===== config.mk =====
export PLATFORM = sky130hd
export DESIGN_NAME = sreg_bitops
export DESIGN_NICKNAME = d
export VERILOG_FILES = /design/src/rtl/sreg_pkg.sv /design/src/rtl/sreg_decode.sv /design/src/rtl/sreg_merge.sv /design/src/rtl/sreg_store.sv /design/src/rtl/sreg_bitops.sv
export SDC_FILE = /design/constraint.sdc
export NUM_CORES = 1
export LEC_CHECK = 0
export ABC_AREA = 1
export BUFFER_PORTS_ARGS = -buffer_cell sky130_fd_sc_hd__buf_4
export CORE_MARGIN = 2
export CORE_UTILIZATION = 26
export CTS_BUF_LIST = sky130_fd_sc_hd__clkbuf_8
export DETAILED_ROUTE_END_ITERATION = 6
export PLACE_DENSITY = 0.57
export SKIP_CTS_REPAIR_TIMING = 1
export SYNTH_ARGS = -nofsm -noshare
export SYNTH_HDL_FRONTEND = slang
export SYNTH_SLANG_ARGS = --single-unit

===== constraint.sdc =====
create_clock -name clk_i -period 2.2 [get_ports clk_i]
set_input_delay 0.11 -clock clk_i [delete_from_list [all_inputs] [get_ports clk_i]]
set_output_delay 0.11 -clock clk_i [all_outputs]
set_load 0.02 [all_outputs]

===== src/rtl/sreg_pkg.sv =====
package sreg_pkg;
  localparam int SREG_W = 8;
  localparam int IDX_W  = $clog2(SREG_W);
  localparam int WORD_W = 16;

  typedef enum logic [IDX_W-1:0] {
    FLAG_C = 3'd0,
    FLAG_Z = 3'd1,
    FLAG_N = 3'd2,
    FLAG_V = 3'd3,
    FLAG_S = 3'd4,
    FLAG_H = 3'd5,
    FLAG_T = 3'd6,
    FLAG_I = 3'd7
  } flag_pos_e;

  typedef struct packed {
    logic             hit;
    logic             clr;
    logic [IDX_W-1:0] idx;
  } bitop_t;
endpackage


===== src/rtl/sreg_decode.sv =====
module sreg_decode
  import sreg_pkg::*;
#(
  parameter logic [7:0] OPC_HI = 8'h94,
  parameter logic [3:0] OPC_LO = 4'h8
) (
  input  logic              valid_i,
  input  logic [WORD_W-1:0] word_i,
  output bitop_t            op_o
);
  logic match;

  assign match     = valid_i && (word_i[15:8] == OPC_HI) && (word_i[3:0] == OPC_LO);
  assign op_o.hit  = match;
  assign op_o.clr  = word_i[7];
  assign op_o.idx  = word_i[6:4];
endmodule


===== src/rtl/sreg_merge.sv =====
module sreg_merge
  import sreg_pkg::*;
(
  input  bitop_t            op_i,
  input  logic [SREG_W-1:0] cur_i,
  input  logic [SREG_W-1:0] alu_mask_i,
  input  logic [SREG_W-1:0] alu_val_i,
  output logic [SREG_W-1:0] nxt_o
);
  logic [SREG_W-1:0] sel;

  always_comb begin
    sel = '0;
    if (op_i.hit) sel[op_i.idx] = 1'b1;
  end

  for (genvar b = 0; b < SREG_W; b++) begin : g_bit
    // bit operation outranks the arithmetic write on its own bit
    always_comb begin
      if (sel[b])              nxt_o[b] = ~op_i.clr;
      else if (alu_mask_i[b])  nxt_o[b] = alu_val_i[b];
      else                     nxt_o[b] = cur_i[b];
    end
  end
endmodule


===== src/rtl/sreg_store.sv =====
module sreg_store
  import sreg_pkg::*;
#(
  parameter logic [SREG_W-1:0] RST_VAL = '0
) (
  input  logic              clk_i,
  input  logic              rst_ni,
  input  logic [SREG_W-1:0] d_i,
  output logic [SREG_W-1:0] q_o
);
  always_ff @(posedge clk_i or negedge rst_ni) begin
    if (!rst_ni) q_o <= RST_VAL;
    else         q_o <= d_i;
  end
endmodule


===== src/rtl/sreg_bitops.sv =====
module sreg_bitops
  import sreg_pkg::*;
(
  input  logic        clk_i,
  input  logic        rst_ni,
  input  logic        op_valid_i,
  input  logic [15:0] op_word_i,
  input  logic [7:0]  alu_wmask_i,
  input  logic [7:0]  alu_flags_i,
  output logic [7:0]  status_o,
  output logic        int_en_o,
  output logic        tbit_o,
  output logic        half_carry_o,
  output logic        sign_o,
  output logic        overflow_o,
  output logic        negative_o,
  output logic        zero_o,
  output logic        carry_o
);
  bitop_t            op;
  logic [SREG_W-1:0] nxt;
  logic [SREG_W-1:0] cur;

  sreg_decode u_dec (
    .valid_i (op_valid_i),
    .word_i  (op_word_i),
    .op_o    (op)
  );

  sreg_merge u_merge (
    .op_i       (op),
    .cur_i      (cur),
    .alu_mask_i (alu_wmask_i),
    .alu_val_i  (alu_flags_i),
    .nxt_o      (nxt)
  );

  sreg_store u_store (
    .clk_i  (clk_i),
    .rst_ni (rst_ni),
    .d_i    (nxt),
    .q_o    (cur)
  );

  assign status_o     = cur;
  assign int_en_o     = cur[FLAG_I];
  assign tbit_o       = cur[FLAG_T];
  assign half_carry_o = cur[FLAG_H];
  assign sign_o       = cur[FLAG_S];
  assign overflow_o   = cur[FLAG_V];
  assign negative_o   = cur[FLAG_N];
  assign zero_o       = cur[FLAG_Z];
  assign carry_o      = cur[FLAG_C];
endmodule


* After elaboration in Yosys (flattened, before gate mapping)
Cells that the tools add are included.
** Word-level totals
- Register bits :: 8
- Output and inout bits :: 16
** Cells by class
- $lt $le $gt $ge :: 2
- Equal/unequal tests :: 2
- Multiplexer cells :: 19
- Bitwise operators :: 1
- Reduce and logical (&&, ||, !) cells :: 11
** Operators by type and width (count)
- 1-bit 2-to-1 mux :: 17
- 2-bit nonzero test :: 8
- 8-bit == test, second input constant :: 1
- 8-bit 2-to-1 mux :: 1
- 4-bit == test, second input constant :: 1
- 3-bit by 4-bit less-than comparator with 1-bit output, second input constant :: 1
- 1-bit demux with 3-bit select :: 1
- 3-bit by 1-bit >= comparator with 1-bit output, second input constant :: 1
- 1-bit logical AND :: 3
- 1-bit NOT :: 1

* Logic depth before layout (Yosys ltp)
- Depth after elaboration :: 6
- Gate-level depth with buffers :: 7
- Mapped depth without buffers :: 7

* Modules after synthesis
Synthesis repeated with hierarchy kept, for this count alone.
** Second synthesis, totals
- Cells, all modules :: 115
- Area total of the unflattened synthesis :: 676.9 µm²
** By module, submodules not included
- sreg_merge :: instances 1, cells an instance 76, area each 310.3 µm²
- sreg_store :: instances 1, cells an instance 8, area each 200.2 µm²
- sreg_decode :: instances 1, cells an instance 23, area each 106.4 µm²
- sreg_bitops :: instances 1, cells an instance 8, area each 60.1 µm²

* Least setup slack after synthesis
OpenSTA, ideal clock, no wires.
- Path kind :: reg-to-reg
- From :: reg u_store.q_o[0] (netlist name)
- To :: reg u_store.q_o[0]
- Setup time :: 117 ps
- Arrival time :: 813 ps
- Required time :: 2083 ps
- Path slack :: 1270 ps
- Cell stages (with the launch flop) :: 4
- Path through :: dfrtp_1 -> mux2_2 -> nand2_1 -> nand2_1
** RTL lines
- end signal, assigned :: RTL line sreg_store.sv:13 : else q_o <= d_i;
- end, declared :: RTL line sreg_store.sv:9 : output logic [SREG_W-1:0] q_o

* Final worst setup path
- From :: reg u_store.q_o[7]
- To :: out status_o[7]
** RTL lines
- end, declared :: RTL line sreg_bitops.sv:10 : output logic [7:0] status_o,
No word-level cell between the ends.

==> impl_metrics.ini <==
[global_routing]
grt_pass1_vias = 740
use_met1 = 0.136
busiest_layer = met2
grt_pass1_wl_um = 2950
grt-ovfl-total = 0
met3_usage = 0.0326
use_met2 = 0.190
antenna_found_initial = 0
grt_start_max_net_pins = 9
track_usage = 0.118

[finish]
largest_reg_flops = 8
reg_top3 = u_store.q_o (8)
fin_util = 0.440
top_register = u_store.q_o
layout.cells.non_filler = 171
layout-drive-gt1-share = 0.518
stdcell_area_sq_um = 1100
nNetsFinal = 178
area_growth_pct = 58.0
diodes = 0

[timing]
skew_ns = 0
setup_tns_ns = 0
final.min_clock_period_ns = 0.890
holdWs_ns = 0.202
tightestPinTransition_ns = 0.248
setup_slack_ns = 1.31
fmaxAchievable_ghz = 1.12
rsz0062_at_grt = false
hold_violations = 0
finalSetupViolCount = 0
min_period_over_period = 0.404
max_slew_margin = 0.833
final_max_slew_viol_count = 0

[worst_hold_path]
hold_start = op_word_i[4]
min_to = u_store.q_o[0]$_DFFE_PN0P_
whs_path_depth = 4
worstHoldPathType = input pin to flip-flop

[cts]
cts-buffers-inserted = 3
cts_max_path_buffers = 2
clockRootBuffer = clkbuf_8
clkLatencyLatePin_ns = 0.23
cts.htree.levels = 1
tritoncts = yes
path_clk_slew_ns = 0.04
cts.sinks = 8

[floorplanning]
die-width_um = 55.8
die_h_um = 55.8
ios = 51
row_count = 18
start_util = 0.279
core_area_sq_um = 2500
dieArea_sq_um = 3110

[power]
combPwrFrac = 0.358
pwr-share-clk = 0.322
p_sw_frac = 0.294
p_seq_frac = 0.320
intPower_uw = 383
power_leakage_nw = 0.555
ir_worst_vdd_mv = 0.317
pwr_density_cell_nw_per_um2 = 493
power_uw = 543
p_sw_uw = 160

[routing]
routedWlPerCell_um = 9.71
vias = 766
route.detailed.drc = 0
first_pass_iters = 4
vias_per_cell = 4.48
drt_iter0_markers = 19
ant_nets = 0
routed_wl_um = 1660

[place]
dp_hpwl_um = 1430
dp.cells = 167
pre_cts_ws_ns = 1.24
io_buffers = 50
placed_area_sq_um = 1050
place.gp.congestion = 0.717

[setup_path]
cp_top_family = flip-flops
r2r-start = u_store.q_o[7]$_DFFE_PN0P_
crit_chain = buf_4
reg2reg_to = u_store.q_o[7]$_DFFE_PN0P_
slowest_stage = dfrtp_1
cp-end-kind = primary output
critical_path_class = flip-flop to primary output
crit_buf_inv = 1
startpoint_type = flip-flop
path_max_fanout = 3
worstPathArrival_ns = 0.78
cp_slowest_stage_delay_ns = 0.39
worstRegToRegCells = 3
ff2ff_setup_slack_ns = 1.33
critPathRequiredTime_ns = 2.09

[job]
maxCapViolCount = 0

[synth]
ys_seq_elements = 8
ys_seq_area_frac = 0.287
synth.avg_cell_area_sq_um = 7.34
syn_nets = 130
synth_area_sq_um = 697
synthCells = 95
ys_types = 14
ys_warn_count = 0

[run_status]
status = finished clean
-- cell families after synthesis --
logic type / count (synthesis) / synth area share
buffers and inverters: 21 / 0.156
DFF: 8 / 0.287
muxes: 8 / 0.129
and+or+nand+nor: 58 / 0.427
-- final cells by class --
class                      count  area (sq um)
multi-input combinational     66           388
fill                         272          1400
inverter                      13          48.8
clock buffer                   3          41.3
timing repair buffer          51           385
sequential                     8           200
tap                           30          37.5
-- cells in the mapped netlist, drive strengths merged --
master	count	area, sq um
nor3	8	45.0
inv	13	48.8
nand2	22	82.6
nand3	17	90.1
mux2	8	90.1
nor2	10	72.6
dfrtp	8	200
nand3b	1	7.51
buf	8	60.1
-- worst min-delay path, stage by stage --
cell and delay [ns]:
buf_4 0.10, nor3_1 0.05, nand3_1 0.07, nand2_1 0.05
-- per-layer routing --
| metal | vias up | part of all wire |
|---|---|---|
| li1 | 391 | - |
| met1 | 333 | 0.38 |
| met5 | - | 0 |
| met2 | 38 | 0.50 |
| met4 | 0 | 0.025 |
| met3 | 4 | 0.090 |
-- power groups by stage --
| stage | clock network [mW] | registers, mW | logic, mW |
|---|---|---|---|
| detailed placement | 0 | 0.176 | 0.196 |
| finish | 0.175 | 0.174 | 0.195 |
| global route | 0.187 | 0.177 | 0.212 |
| floorplan | 0 | 0.193 | 0.0904 |
| global placement | 0 | 0.175 | 0.193 |
| CTS | 0.178 | 0.174 | 0.196 |
-- cell usage in the layout (no fill, tap or decap) --
cell and count:
buf_4 50, nor2_1 4, nand2_1 22, nand3b_1 1, dlygate4sd3_1 1, inv_1 9, nand3_2 1, clkbuf_8 3
nor3_2 1, nor3_1 7, nor2_2 2, inv_2 4, dfrtp_1 8, nor2_4 4, nand3_1 16, mux2_2 8
-- worst max-delay path by stage --
| stage | end | depth (start not counted) | slack [ns] | startpoint |
|---|---|---|---|---|
| floorplan | u_store.q_o[0]$_DFFE_PN0P_ | 3 | 1.27 | u_store.q_o[0]$_DFFE_PN0P_ |
| global placement | u_store.q_o[1]$_DFFE_PN0P_ | 6 | 1.24 | op_word_i[8] |
| detailed placement | u_store.q_o[7]$_DFFE_PN0P_ | 6 | 1.24 | op_word_i[8] |
| CTS | overflow_o | 1 | 1.30 | u_store.q_o[3]$_DFFE_PN0P_ |
| global route | u_store.q_o[5]$_DFFE_PN0P_ | 3 | 1.27 | u_store.q_o[5]$_DFFE_PN0P_ |
| finish | status_o[7] | 1 | 1.31 | u_store.q_o[7]$_DFFE_PN0P_ |
(Power assumes the default switching activity.)
